### config.mk
export PLATFORM = sky130hd
export DESIGN_NAME = mp_uart_tx
export DESIGN_NICKNAME = d
export VERILOG_FILES = /design/src/rtl/mp_uart_tx_pkg.sv /design/src/rtl/mp_uart_tx_frame.sv /design/src/rtl/mp_uart_tx_shift.sv /design/src/rtl/mp_uart_tx.sv
export SDC_FILE = /design/constraint.sdc
export NUM_CORES = 1
export LEC_CHECK = 0
export BUFFER_PORTS_ARGS = -buffer_cell sky130_fd_sc_hd__buf_2
export CAP_MARGIN = 20
export CORE_MARGIN = 2
export CORE_UTILIZATION = 30
export CTS_CLUSTER_DIAMETER = 100
export DETAILED_ROUTE_END_ITERATION = 6
export GPL_ROUTABILITY_DRIVEN = 1
export PLACE_DENSITY_LB_ADDON = 0.08
export SLEW_MARGIN = 5
export SYNTH_ARGS = -nofsm -noshare
export SYNTH_HDL_FRONTEND = slang
export SYNTH_SLANG_ARGS = --single-unit
### constraint.sdc
create_clock -name clk -period 1.36 [get_ports clk]
set_input_delay 0.408 -clock clk [delete_from_list [all_inputs] [get_ports clk]]
set_output_delay 0.408 -clock clk [all_outputs]
set_load 0.01 [all_outputs]
### src/rtl/mp_uart_tx_pkg.sv
package mp_uart_tx_pkg;

   typedef struct packed {
      logic len8;
      logic par_en;
      logic par_odd;
      logic two_stop;
      logic mp_en;
      logic mp_bit;
   } tx_cfg_t;

   typedef enum logic [1:0] {
      TX_IDLE = 2'd0,
      TX_PEND = 2'd1,
      TX_SEND = 2'd2
   } tx_state_t;

endpackage

### src/rtl/mp_uart_tx_frame.sv
module mp_uart_tx_frame
   import mp_uart_tx_pkg::*;
#(
   parameter int DATA_W  = 8,
   parameter int FRAME_W = 1 + DATA_W + 1 + 2,
   parameter int CNT_W   = $clog2(FRAME_W + 1)
) (
   input  logic [DATA_W-1:0]  data,
   input  tx_cfg_t            cfg,
   output logic [FRAME_W-1:0] frame,
   output logic [CNT_W-1:0]   nbits
);

   localparam int SHORT_W = DATA_W - 1;

   logic [DATA_W-1:0] mask;
   logic              par_bit;
   logic              has_extra;
   logic              extra_val;
   int                dlen;

   // data-length mask: parity must cover only the bits that go out
   always_comb begin
      dlen = cfg.len8 ? DATA_W : SHORT_W;
      for (int i = 0; i < DATA_W; i++) begin
         mask[i] = (i < dlen);
      end
   end

   assign par_bit   = (^(data & mask)) ^ cfg.par_odd;
   assign has_extra = cfg.mp_en | cfg.par_en;
   assign extra_val = cfg.mp_en ? cfg.mp_bit : par_bit;

   // frame vector, LSB leaves first; bits above the frame stay 1
   always_comb begin
      frame    = '1;
      frame[0] = 1'b0;
      for (int i = 0; i < DATA_W; i++) begin
         if (mask[i]) begin
            frame[1 + i] = data[i];
         end
      end
      if (has_extra) begin
         frame[1 + dlen] = extra_val;
      end
      nbits = CNT_W'(1 + dlen) + CNT_W'(has_extra) + (cfg.two_stop ? CNT_W'(2) : CNT_W'(1));
   end

endmodule

### src/rtl/mp_uart_tx_shift.sv
module mp_uart_tx_shift
   import mp_uart_tx_pkg::*;
#(
   parameter int FRAME_W = 12,
   parameter int CNT_W   = $clog2(FRAME_W + 1),
   parameter bit REG_TXD = 1'b1
) (
   input  logic               clk,
   input  logic               rst_n,
   input  logic               bit_tick,
   input  logic               load,
   input  logic [FRAME_W-1:0] frame,
   input  logic [CNT_W-1:0]   nbits,
   output logic               busy,
   output logic               txd
);

   tx_state_t          state;
   logic [FRAME_W-1:0] shreg;
   logic [CNT_W-1:0]   left;
   logic               line_bit;

   always_ff @(posedge clk or negedge rst_n) begin
      if (!rst_n) begin
         state <= TX_IDLE;
         shreg <= '1;
         left  <= '0;
      end else begin
         case (state)
            TX_IDLE: begin
               if (load) begin
                  shreg <= frame;
                  left  <= nbits;
                  state <= TX_PEND;
               end
            end
            TX_PEND: begin
               if (bit_tick) begin
                  state <= TX_SEND;
               end
            end
            TX_SEND: begin
               if (bit_tick) begin
                  shreg <= {1'b1, shreg[FRAME_W-1:1]};
                  left  <= left - CNT_W'(1);
                  if (left == CNT_W'(1)) begin
                     state <= TX_IDLE;
                  end
               end
            end
            default: state <= TX_IDLE;
         endcase
      end
   end

   assign busy     = (state != TX_IDLE);
   assign line_bit = (state == TX_SEND) ? shreg[0] : 1'b1;

   generate
      if (REG_TXD) begin : g_txd_reg
         logic txd_q;
         always_ff @(posedge clk or negedge rst_n) begin
            if (!rst_n) txd_q <= 1'b1;
            else        txd_q <= line_bit;
         end
         assign txd = txd_q;
      end else begin : g_txd_comb
         assign txd = line_bit;
      end
   endgenerate

   assert_start_low_R2: assert property (@(posedge clk) disable iff (!rst_n)
      (state == TX_PEND && bit_tick) |=> (state == TX_SEND && shreg[0] == 1'b0));

   assert_busy_write_ignored_R8: assert property (@(posedge clk) disable iff (!rst_n)
      (busy && !bit_tick) |=> ($stable(shreg) && $stable(left)));

   assert_live_count_R7: assert property (@(posedge clk) disable iff (!rst_n)
      (state == TX_SEND) |-> (left != '0));

   assert_busy_ends_on_tick_R7: assert property (@(posedge clk) disable iff (!rst_n)
      $fell(busy) |-> $past(bit_tick));

endmodule

### src/rtl/mp_uart_tx.sv
module mp_uart_tx
   import mp_uart_tx_pkg::*;
#(
   parameter int DATA_W  = 8,
   parameter bit REG_TXD = 1'b1
) (
   input  logic              clk,
   input  logic              rst_n,
   input  logic              bit_tick,
   input  logic              wr_en,
   input  logic [DATA_W-1:0] wr_data,
   input  logic              len8,
   input  logic              par_en,
   input  logic              par_odd,
   input  logic              two_stop,
   input  logic              mp_en,
   input  logic              mp_bit,
   output logic              busy,
   output logic              txd
);

   localparam int FRAME_W = 1 + DATA_W + 1 + 2;
   localparam int CNT_W   = $clog2(FRAME_W + 1);

   generate
      if (DATA_W < 2) begin : g_bad_width
         $error("mp_uart_tx: DATA_W must be at least 2");
      end
   endgenerate

   tx_cfg_t            cfg;
   logic [FRAME_W-1:0] frame;
   logic [CNT_W-1:0]   nbits;
   logic               load;

   assign cfg  = '{len8: len8, par_en: par_en, par_odd: par_odd,
                   two_stop: two_stop, mp_en: mp_en, mp_bit: mp_bit};
   assign load = wr_en & ~busy;

   mp_uart_tx_frame #(
      .DATA_W  (DATA_W),
      .FRAME_W (FRAME_W),
      .CNT_W   (CNT_W)
   ) u_frame (
      .data  (wr_data),
      .cfg   (cfg),
      .frame (frame),
      .nbits (nbits)
   );

   mp_uart_tx_shift #(
      .FRAME_W (FRAME_W),
      .CNT_W   (CNT_W),
      .REG_TXD (REG_TXD)
   ) u_shift (
      .clk      (clk),
      .rst_n    (rst_n),
      .bit_tick (bit_tick),
      .load     (load),
      .frame    (frame),
      .nbits    (nbits),
      .busy     (busy),
      .txd      (txd)
   );

   assert_idle_high_R1: assert property (@(posedge clk) disable iff (!rst_n)
      !busy |-> txd);

   assert_accept_busy_R2: assert property (@(posedge clk) disable iff (!rst_n)
      (wr_en && !busy) |=> busy);

endmodule

# After elaboration in Yosys (flattened, before gate mapping)
# Cells that the tools add are included.
[word_totals] regBits=19 in_bits=18 output_inout_bits=2 word_cells=64
[classes] add_sub_neg=4 eq_ne=7 order_cmp=10 n_bitwise=5 muxes=27 reduce_logical=7
[ops] operator="4-bit by 32-bit less-than comparator with 1-bit output, first input constant" count=4
[ops] operator="3-bit by 32-bit less-than comparator with 1-bit output, first input constant" count=2
[ops] operator="12-bit 2-to-1 mux" count=3
[ops] operator="2-bit by 32-bit adder with 32-bit output, first input constant" count=1
[ops] operator="32-bit by 1-bit greater-or-equal comparator with 1-bit output, second input constant" count=1
[ops] operator="1-bit by 32-bit less-than comparator with 1-bit output, first input constant" count=1
[ops] operator="2-bit by 32-bit less-than comparator with 1-bit output, first input constant" count=1
[ops] operator="32-bit by 6-bit less-than comparator with 1-bit output, second input constant" count=1
[ops] operator="12-bit case mux with 2 select lines" count=1
[ops] operator="12-bit bitwise mux" count=1
[ops] operator="4-bit 2-to-1 mux" count=3
[ops] operator="1-bit 2-to-1 mux" count=11
[ops] operator="2-bit 2-to-1 mux" count=5
[ops] operator="8-bit bitwise AND" count=1
[ops] operator="4-bit case mux with 2 select lines" count=1
[ops] operator="8-bit parity" count=1
[ops] operator="2-bit inequality test, second input constant" count=3
[ops] operator="2-bit case mux with 3 select lines" count=1
[ops] operator="4-bit by 1-bit adder with 4-bit output" count=1
[ops] operator="4-bit adder" count=1
[ops] operator="1-bit demux with 4-bit select" count=1
[ops] operator="4-bit by 1-bit == test with 1-bit output, second input constant" count=1
[ops] operator="4-bit AND reduction" count=1
[ops] operator="2-bit nonzero test" count=2
[ops] operator="other kinds (11)" count=11

# Longest topological paths before layout
# Gate-level depths: netlist (run 1).
[logic_depth] ltp_word=10 ltp_mapped=7 depth_no_buf=6

# Hierarchy
# A second synthesis (run 1) with hierarchy kept.
[unflattened] hier_cells=114 hier_area_um2=1327.5
[by_module_without_submodules] mod="mp_uart_tx_shift" n_inst=1 area_each_um2=1046.0 cells_each=79
[by_module_without_submodules] mod="mp_uart_tx_frame" n_inst=1 area_each_um2=267.8 cells_each=34
[by_module_without_submodules] mod="mp_uart_tx" n_inst=1 area_each_um2=13.8 cells_each=1

# Least setup slack after synthesis (run 1)
# No wires, ideal clock.
[synth_path] path_kind="input -> register" from="in mp_en" to="reg u_shift.left[1]" setup_ns=0.127 required_time_ns=1.233 arrival_ns=1.559 path_stages=5 setup_slack_ns=-0.326 n_path_buf=0 cell_sequence="or2_2 > fa_1 > ha_1 > a211oi_1 > a21oi_1"
[synth_between] elab_chain_len=5
[synth_lines] element="start: declaration" line="mp_uart_tx.sv:16" rtl="input logic mp_en,"
[synth_lines] element="1-bit OR" line="mp_uart_tx_frame.sv:31" rtl="assign has_extra = cfg.mp_en | cfg.par_en;"
[synth_lines] element="4-bit by 1-bit adder with 4-bit output" line="mp_uart_tx_frame.sv:46" rtl="nbits = CNT_W'(1 + dlen) + CNT_W'(has_extra) + (cfg.two_stop ? CNT_W'(2) : CNT_W'(1));"
[synth_lines] element="4-bit adder" line="mp_uart_tx_frame.sv:46"
[synth_lines] element="4-bit 2-to-1 mux" line="mp_uart_tx_shift.sv:31" rtl="if (load) begin"
[synth_lines] element="4-bit case mux with 2 select lines" line="mp_uart_tx_shift.sv:29" rtl="case (state)"
[synth_lines] element="end signal: assignment" line="mp_uart_tx_shift.sv:33" rtl="left <= nbits;"
[synth_lines] element="end signal: assignment" line="mp_uart_tx_shift.sv:45" rtl="left <= left - CNT_W'(1);"
[synth_lines] element="end: declaration" line="mp_uart_tx_shift.sv:20" rtl="logic [CNT_W-1:0] left;"
# Every way passes these cells. The select of a mux whose other input is x is not followed.
# A chain may end at the register's enable or synchronous reset.

# Worst setup path after layout (run 1)
[layout_path] from="reg u_shift.state[1]" to="out busy"
[layout_between] elab_chain_len=1
[layout_lines] element="start: declaration" line="mp_uart_tx_shift.sv:18" rtl="tx_state_t state;"
[layout_lines] element="start signal: assignment" line="mp_uart_tx_shift.sv:25" rtl="state <= TX_IDLE;"
[layout_lines] element="start signal: assignment" line="mp_uart_tx_shift.sv:34" rtl="state <= TX_PEND;"
[layout_lines] element="start signal: assignment" line="mp_uart_tx_shift.sv:39" rtl="state <= TX_SEND;"
[layout_lines] element="2-bit nonzero test" line="mp_uart_tx_shift.sv:56" rtl="assign busy = (state != TX_IDLE);"
[layout_lines] element="end: declaration" line="mp_uart_tx.sv:18" rtl="output logic busy,"
# Every way passes these cells.

==> impl_metrics.toml, run 1 <==
[status]
violations = "setup timing"
status = "complete, but fails checks"

[clock_tree]
cts.sinks = 17
clk_latency_ns = 0.29
cts_tree = "yes"
cts.path.max_buffers = 2
clkSlewWorstSetupHoldPaths_ns = 0.10
cts-root-buf = "clkbuf_4"
h-tree-depth = 1
cts_buffers = 3

[grt]
grt-ovfl-total = 0
grt_use_met3_pct = 3.60
busiest_layer = "met2"
grt_pass1_vias = 847
grt_pass1_wl_um = 3780
use_met1_pct = 15.5
antenna_found_initial = 0
grt_max_degree = 18
track_usage_pct = 12.1
use_met2_pct = 20.2

[floorplan]
die_area_sq_um = 3920
die_w_um = 62.6
pin_count = 20
core_sq_um = 3310
start_util_pct = 31.1
dieHeight_um = 62.6
rows = 21

[timing]
fin_tns_setup_ns = -0.479
fmax_mhz = 637
min_period_ns = 1.57
max_slew.worst_pin.slew_ns = 0.393
fin_worst_skew_ns = 0.00535
setup_viol = 10
rsz0062_at_grt = "true"
whs_ns = 0.0212
maxSlewHeadroom_pct = 73.8
post-route-period-util_pct = 115
hold_violations = 0
fin_ws_ns = -0.209
drv_slew = 0

[synth]
netlist_instances = 108
ys_warn_count = 0
yosysTopAreaCellShare_pct = 28.1
synth-async-reset-ratio_pct = 100
synthTopCellsByArea = "dfstp_2, dfrtp_1, mux2i_1"
synth.cell_area_sq_um = 1030
synth_flop_cell = "dfstp_2"
synth_top_cell_by_area = "dfstp_2"
ys_ff_latch = 17
ys_seq_area_share_pct = 42.6
syn_area_per_cell_sq_um = 9.53
syn-num-nets = 130
yosysMostFrequentCell = "nand2_1"
yosys-top-cells-count = "nand2_1, o21ai_0, dfstp_2"
yosysUniqueCellTypes = 29
synth_edf_count = 0

[layout]
n_fill_cell = 343
diodes = 0
final_cells = 195
drive_above_1_share_pct = 54.4
fin_util_pct = 46.3
area_growth_pct = 49.0
nNetsFinal = 172

[placed_design]
dpl.cell_count = 182
dpl.hpwl_um = 1530
gp_congestion = 0.693
port_buffers = 19

[power_and_ir_drop]
ir_drop_mv = 0.752
p_per_area_nw_per_um2 = 1870
leakagePower_nw = 0.653

[critical_path]
crit_required_ns = 0.95
end_kind = "primary output"
critPathLaunchType = "flip-flop"
critPathMaxFanout = 2
path_class = "reg2out"
arrival_ns = 1.16
reg2regPathDepth = 6

[detailed_routing]
avgRoutedWirePerCell_um = 11.8
antenna_left = 0
drt_first_pass_iters = 4
via_count = 875
routed_wl_um = 2300
drcViolationCount = 0
via_per_inst = 4.49
drt_iter0_drc = 22

[worst_hold_path]
min_path_type = "in2async"

[flow_run]
drv_cap = 0
-- cell usage in the layout, fill, tap and decap left out, types with 2 or more instances in the layout --
master and count:
buf_2 16, o21ai_1 10, clkbuf_4 3, dfstp_2 11, mux2i_1 8, buf_4 14
nand2_1 15, dfrtp_1 6, o21ai_0 3, or2_4 3, a21oi_1 2, o21ai_2 2
a211oi_2 2, nor2_1 9, nand2b_1 2, xnor2_1 4, buf_6 13, inv_1 2
xnor2_2 2, a21oi_2 2, ha_1 2
-- path summary, 6_finish.rpt --
kind	end	slack [ns]	startpoint
worst min register to register	u_shift.shreg[0]	0.47	u_shift.shreg[0]
worst max register to register	u_shift.shreg[9]	-0.09	u_shift.state[1]
worst min-delay path	u_shift.left[3]	0.02	rst_n
worst max-delay path	busy	-0.21	u_shift.state[1]
min in group clk	u_shift.shreg[7]	0.41	wr_data[6]
max in group asynchronous	u_shift.shreg[8]	1.02	rst_n
-- cell families (layout without fill, tap and decap cells) --
family	after synthesis	after routing	synth area share [%]
mux	8	8	7.78
xor+xnor	7	7	8.02
fa+ha+maj	4	4	5.59
compound gates	23	23	12.4
flops	17	17	42.6
buf+inv	9	50	4.01
simple gates	40	40	19.6
-- routing by layer --
| metal | share of wire (%) | wire length [um] |
|---|---|---|
| met3 | 4.7 | 109 |
| met4 | 0.83 | 19 |
| met1 | 46 | 1070 |
| met5 | 0 | 0 |
| met2 | 48 | 1100 |
-- what timing repair did --
action / CTS / global route
gates resized for setup: 30 / 16
hold buffers: 0 / 0
cloned: 1 / 1
pin swaps: 7 / 4
buffers inserted: 6 / 1
setup endpoints to repair: 13 / 16
-- state kept, by name (all words and copies together) (netlist names) --
register,cells
u_shift.left,4
u_shift.shreg,10
u_shift.state,2
u_shift.txd,1
-- area by class of cell --
class                      instances  area (sq um)  share of cell area (%)
clock inverter                     1          5.00                   0.326
timing repair buffer              43           332                    21.6
multi-input combinational         82           667                    43.5
clock buffer                       3          22.5                    1.47
sequential                        17           439                    28.6
tap                               46          57.6                    3.75
inverter                           3          11.3                   0.734
-- power by group --
group	switching (mW)	internal, mW	leakage, nW
registers	0.182	0.842	0.186
logic	0.719	0.851	0.449
clock network	0.165	0.109	0.0177
total	1.07	1.80	0.653
-- per-stage QoR --
step | power (mW) | cell area (sq um) | worst slack, ns
floorplan | 1.71 | 1060 | -0.254
global placement | 2.01 | 1290 | -0.402
detailed placement | 2.04 | 1290 | -0.434
CTS | 2.68 | 1460 | -0.224
global route | 3.12 | 1530 | -0.265
finish | 2.87 | 1530 | -0.209
-- worst max-delay path, cell delays in order (launching register included) --
cell     delay (ns)
dfrtp_1        0.40
buf_6          0.12
or2_4          0.23
buf_6          0.12
Power figures use the tool's default switching activity.
==> run 2: changes to the inputs <==
--- a/config.mk
+++ b/config.mk
@@ -13,6 +13,7 @@
 export DETAILED_ROUTE_END_ITERATION = 6
 export GPL_ROUTABILITY_DRIVEN = 1
 export PLACE_DENSITY_LB_ADDON = 0.08
+export SETUP_SLACK_MARGIN = 0.5
 export SLEW_MARGIN = 5
 export SYNTH_ARGS = -nofsm -noshare
 export SYNTH_HDL_FRONTEND = slang
==> run 2 against run 1 <==
  * Critical endpoint unchanged
  * The flow still finishes with violations (setup timing)
  * Via count is 5.3% higher
  * Sequential power is 7% higher
  * Worst setup slack worse by 0.025 ns
  * Critical path type unchanged
  * First-iteration DRC count is 18% lower
  * Maximum frequency is 1.6% lower
  * Non-clock buffer count is 6 higher
  * Largest power group unchanged
  * Worst hold slack better by 0.013 ns
  * Register-to-register slack worse by 0.14 ns
  * Clock skew is 0.0033 ns lower
  * Count of clock-buffer cells in the layout is 1 higher
  * Power is 15% higher
==> impl_metrics.toml, run 2 (synthesized netlist as in run 1, its figures left out) <==
[critical_path]
r2r_slack_ns = -0.23
worstSetupPathDepth = 3
reg2regPathDepth = 7
cp_common_cell = "buf_6"
crit_path_start = "u_shift.state[1]"
arrival_ns = 1.19
critPathBufInv = 2
cp_cell_sequence = "buf_6, or2_4, buf_6"
r2r-start = "u_shift.state[1]"
crit_required_ns = 0.95
critPathMaxStageDelay_ns = 0.41
critPathMaxFanout = 3
r2r_end = "u_shift.left[2]"
path_delay_family = "flip-flops"
end_kind = "primary output"
cp_slowest_cell = "dfrtp_1"
path_class = "reg2out"
critPathLaunchType = "flip-flop"
critPathCapture = "busy"

[clock_tree]
h-tree-depth = 1
cts_buffers = 3
cts_tree = "yes"
clk_latency_ns = 0.28
cts.path.max_buffers = 2
cts.sinks = 17
clkSlewWorstSetupHoldPaths_ns = 0.10
cts-root-buf = "clkbuf_4"

[layout]
largest_register = "u_shift.shreg"
drive_above_1_share_pct = 69.2
largest_reg_flops = 10
final_cell_mix = "buf_4, buf_2, buf_6"
final_common_cell = "buf_4"
layout.area.seq_sq_um = 443
area_growth_pct = 69.1
diodes = 0
multiInputGateArea_sq_um = 778
final_area_sq_um = 1740
nNetsFinal = 179
reg_top3 = "u_shift.shreg: 10 flops, u_shift.left: 4 flops, u_shift.state: 2 flops"
fin_util_pct = 52.6
n_fill_cell = 336

[status]
violations = "setup timing"
status = "complete, but fails checks"

[timing]
fmax_mhz = 627
post-route-period-util_pct = 117
fin_worst_skew_ns = 0.00202
maxSlewHeadroom_pct = 73.9
min_period_ns = 1.59
fin_ws_ns = -0.234
hold_violations = 0
max_slew.worst_pin.slew_ns = 0.391
rsz0062_at_grt = "true"
drv_slew = 0
setup_viol = 15

[detailed_routing]
drcViolationCount = 0
routed_wl_um = 2490
drt_first_pass_iters = 3
drt_iter0_drc = 18
avgRoutedWirePerCell_um = 12.3
antenna_left = 0
via_per_inst = 4.56
via_count = 921

[floorplan]
core_sq_um = 3310
die_area_sq_um = 3920
start_util_pct = 31.1
rows = 21
dieHeight_um = 62.6
die_w_um = 62.6
pin_count = 20

[worst_hold_path]
min_path_type = "in2async"

[grt]
antenna_found_initial = 0
track_usage_pct = 13.1
grt_max_degree = 18
grt-ovfl-total = 0
grt_pass1_wl_um = 4060
grt_pass1_vias = 886

[placed_design]
port_buffers = 19
placed_cell_area_sq_um = 1320
dpl.hpwl_um = 1650
gp_congestion = 0.711

[power_and_ir_drop]
leakagePower_nw = 0.745
p_per_area_nw_per_um2 = 1890
ir_drop_mv = 0.689

[flow_run]
drv_cap = 0
## run 2: changes by cell type in the layout (fill, tap and decap cells not counted), sizes merged
cell    before  now
clkbuf       3    4
clkinv       1    0
buf         43   49
or2          3    4
## run 2: final cells by class
cell class | instances | area share (%)
Tap cell | 46 | 3.30
Inverter | 3 | 0.647
Multi-Input combinational cell | 83 | 44.7
Timing Repair Buffer | 49 | 24.4
Sequential cell | 17 | 25.4
Clock buffer | 4 | 1.51
## run 2: worst min-delay path by stage
stage                            end  start  depth (start not counted)  slack [ns]
finish               u_shift.left[1]  rst_n                          1        0.03
global route        u_shift.state[1]  rst_n                          1        0.03
CTS                 u_shift.state[0]  rst_n                          1        0.04
detailed placement  u_shift.state[1]  rst_n                          1        0.36
global placement    u_shift.state[0]  rst_n                          1        0.36
floorplan            u_shift.left[0]  rst_n                          0        0.11
## run 2: metal layers
| metal | global-route usage [%] | vias to the layer above | wire length [um] |
|---|---|---|---|
| li1 | - | 464 | - |
| met1 | 17.6 | 440 | 1170 |
| met2 | 20.6 | 15 | 1230 |
| met3 | 2.52 | 2 | 67 |
| met4 | 5.83 | 0 | 28 |
| met5 | 0 | - | 0 |
## run 2: worst reg2reg max path, cell delays in order (launching register included)
cell and delay (ns):
dfrtp_1 0.41, buf_4 0.14, buf_6 0.11, mux2i_4 0.17, or2_4 0.33, buf_4 0.16
o21ai_2 0.10, o21ai_1 0.07
## run 2: stage by stage
stage               TNS (ns)  setup WS, ns  total power, mW  std cells  hold slack (ns)
CTS                   -0.299        -0.232             2.87        193           0.0358
global placement       -2.73        -0.411             2.06        184            0.362
floorplan             -0.612        -0.254             1.83        108            0.112
global route           -2.98        -0.299             3.54        202           0.0344
detailed placement     -2.74        -0.419             2.08        184            0.357
finish                 -2.20        -0.234             3.29        202           0.0344
## run 2: power by group
| group | internal, mW | switching (mW) | leakage [nW] |
|---|---|---|---|
| Clock | 0.114 | 0.153 | 0.0150 |
| Combinational | 1.09 | 0.841 | 0.548 |
| Sequential | 0.855 | 0.235 | 0.182 |
| Total | 2.06 | 1.23 | 0.745 |
## run 2: what timing repair did
action | 4_1_cts | 5_1_grt
gates resized for setup | 40 | 28
pin swaps | 13 | 14
hold buffers | 0 | 0
buffers inserted | 3 | 9
setup endpoints to repair | 19 | 19
cloned | 2 | 0
==> run 3: changes to the inputs <==
--- a/config.mk
+++ b/config.mk
@@ -7,8 +7,10 @@
 export LEC_CHECK = 0
 export BUFFER_PORTS_ARGS = -buffer_cell sky130_fd_sc_hd__buf_2
 export CAP_MARGIN = 20
-export CORE_MARGIN = 2
-export CORE_UTILIZATION = 30
+export CELL_PAD_IN_SITES_DETAIL_PLACEMENT = 0
+export CELL_PAD_IN_SITES_GLOBAL_PLACEMENT = 1
+export CORE_MARGIN = 4
+export CORE_UTILIZATION = 37
 export CTS_CLUSTER_DIAMETER = 100
 export DETAILED_ROUTE_END_ITERATION = 6
 export GPL_ROUTABILITY_DRIVEN = 1
==> run 3 against run 2 <==
  * The run still ends with setup timing left
  * Critical path depth did not move
  * Register-to-register slack improved by 0.07 ns
  * Clock power about the same
  * Final cell count fell by 5.9%
  * Utilization rose by 12 points
  * Worst setup slack better by 0.010 ns
  * Sequential share of layout area up 1.1 points
  * Power is 2.3% lower
  * Global-route usage up 0.75 points
  * Sequential power about the same
==> impl_metrics.toml, run 3 (synthesized netlist as in run 1, its figures left out) <==
[status]
status = "complete, but fails checks"
violations = "setup timing"

[detailed_routing]
drt_first_pass_iters = 4
via_per_inst = 4.87
drcViolationCount = 0
via_count = 925
avgRoutedWirePerCell_um = 12.4
routed_wl_um = 2370
drt_iter0_drc = 7
antenna_left = 0

[critical_path]
end_kind = "primary output"
path_delay_family = "flip-flops"
cp_slowest_cell = "dfrtp_1"
cp_cell_sequence = "buf_6, or2_4, buf_6"
critPathMaxFanout = 2
critPathBufInv = 2
critPathLaunchType = "flip-flop"
critPathMaxStageDelay_ns = 0.41
path_class = "reg2out"
crit_required_ns = 0.95
cp_common_cell = "buf_6"
arrival_ns = 1.18

[layout]
largest_reg_flops = 10
nNetsFinal = 183
final_common_cell = "buf_4"
final_cells = 190
diodes = 0
final_cell_mix = "buf_4, buf_2, buf_6"
layout.area.seq_sq_um = 442
fin_util_pct = 65.0
multiInputGateArea_sq_um = 727
area_growth_pct = 62.0
n_fill_cell = 215
drive_above_1_share_pct = 68.1
largest_register = "u_shift.shreg"
reg_top3 = "u_shift.shreg: 10 flops, u_shift.left: 4 flops, u_shift.state: 2 flops"

[grt]
antenna_found_initial = 0
grt_pass1_vias = 870
grt-ovfl-total = 0
track_usage_pct = 13.9
busiest_layer = "met2"
use_met1_pct = 19.7
grt_pass1_wl_um = 3810
grt_max_degree = 18
use_met2_pct = 21.5
grt_use_met3_pct = 2.98

[floorplan]
start_util_pct = 40.1
die_area_sq_um = 3690
pin_count = 20
rows = 18
die_w_um = 60.8
dieHeight_um = 60.8
core_sq_um = 2570

[clock_tree]
cts.sinks = 17
cts_tree = "yes"
cts.path.max_buffers = 2
cts_buffers = 3
clk_latency_ns = 0.28
clkSlewWorstSetupHoldPaths_ns = 0.10
h-tree-depth = 1
cts-root-buf = "clkbuf_4"

[placed_design]
dpl.cell_count = 170
port_buffers = 19
dpl.hpwl_um = 1600
gp_congestion = 0.705

[timing]
fin_ws_ns = -0.224
fin_worst_skew_ns = 0.00682
drv_slew = 0
hold_violations = 0
setup_viol = 14
max_slew.worst_pin.slew_ns = 0.382
rsz0062_at_grt = "true"
maxSlewHeadroom_pct = 74.6
min_period_ns = 1.58
post-route-period-util_pct = 116
fmax_mhz = 631

[worst_hold_path]
min_path_type = "in2async"

[power_and_ir_drop]
pwr-share-clk_pct = 8.2
ir_drop_mv = 1.22
p_switching_mw = 1.20
p_int_mw = 2.02
p_per_area_nw_per_um2 = 1930
combPwrFrac_pct = 58.3
switching_share_pct = 37.2
p_seq_share_pct = 33.4
leakagePower_nw = 0.731

[flow_run]
drv_cap = 0
-- run 3: cell type report --
type                       instances  share of cell area (%)
multi-input combinational         82                    43.6
clock buffer                       3                    1.35
tap                               30                    2.25
sequential                        17                    26.5
timing repair buffer              54                    25.4
clock inverter                     1                   0.300
inverter                           3                   0.675
-- run 3: through the flow --
stage / area (sq um) / setup TNS [ns] / power (mW) / worst slack, ns / hold slack, ns
6_report: 1670 / -1.67 / 3.22 / -0.224 / 0.0255
3_3_place_gp: 1310 / -1.55 / 2.07 / -0.405 / 0.354
5_1_grt: 1670 / -2.27 / 3.45 / -0.257 / 0.0380
3_5_place_dp: 1310 / -1.65 / 2.10 / -0.412 / 0.352
2_1_floorplan: 1100 / -0.612 / 1.83 / -0.254 / 0.112
4_1_cts: 1490 / -0.432 / 2.76 / -0.230 / 0.0309
-- run 3: repair_timing --
action                                  4_1_cts  5_1_grt
endpoints found under the hold margin         0        0
endpoints found under the setup margin       19       19
cloned                                        2        0
resized for setup                            27       27
pin swaps                                    10        8
hold buffers                                  0        0
buffers inserted                              6        8
-- run 3: power by group through the flow --
stage / Combinational, mW / Sequential, mW / Clock (mW)
after floorplan: 0.847 / 0.983 / 0
after global placement: 1.06 / 1.01 / 0
after detailed placement: 1.08 / 1.02 / 0
after CTS: 1.45 / 1.03 / 0.281
after global routing: 2.03 / 1.11 / 0.306
final: 1.88 / 1.08 / 0.265
-- run 3: path summary, 6_finish.rpt --
path                                       start          endpoint  slack (ns)  cells past startpoint
worst max register to register  u_shift.state[1]  u_shift.shreg[9]       -0.16                      7
min in group clk                           mp_en  u_shift.shreg[8]        0.43                      4
worst min register to register  u_shift.shreg[6]  u_shift.shreg[6]        0.47                      2
worst min-delay path                       rst_n  u_shift.state[1]        0.03                      1
worst max-delay path            u_shift.state[1]              busy       -0.22                      3
max in group asynchronous                  rst_n  u_shift.shreg[3]        1.02                      1
-- run 3: layer usage --
layer | vias to the layer above | wire [um] | share of wire, %
met5 | - | 0 | 0
met4 | 0 | 13 | 0.55
met3 | 2 | 84 | 3.6
met2 | 13 | 1150 | 48
met1 | 438 | 1120 | 47
li1 | 472 | - | -
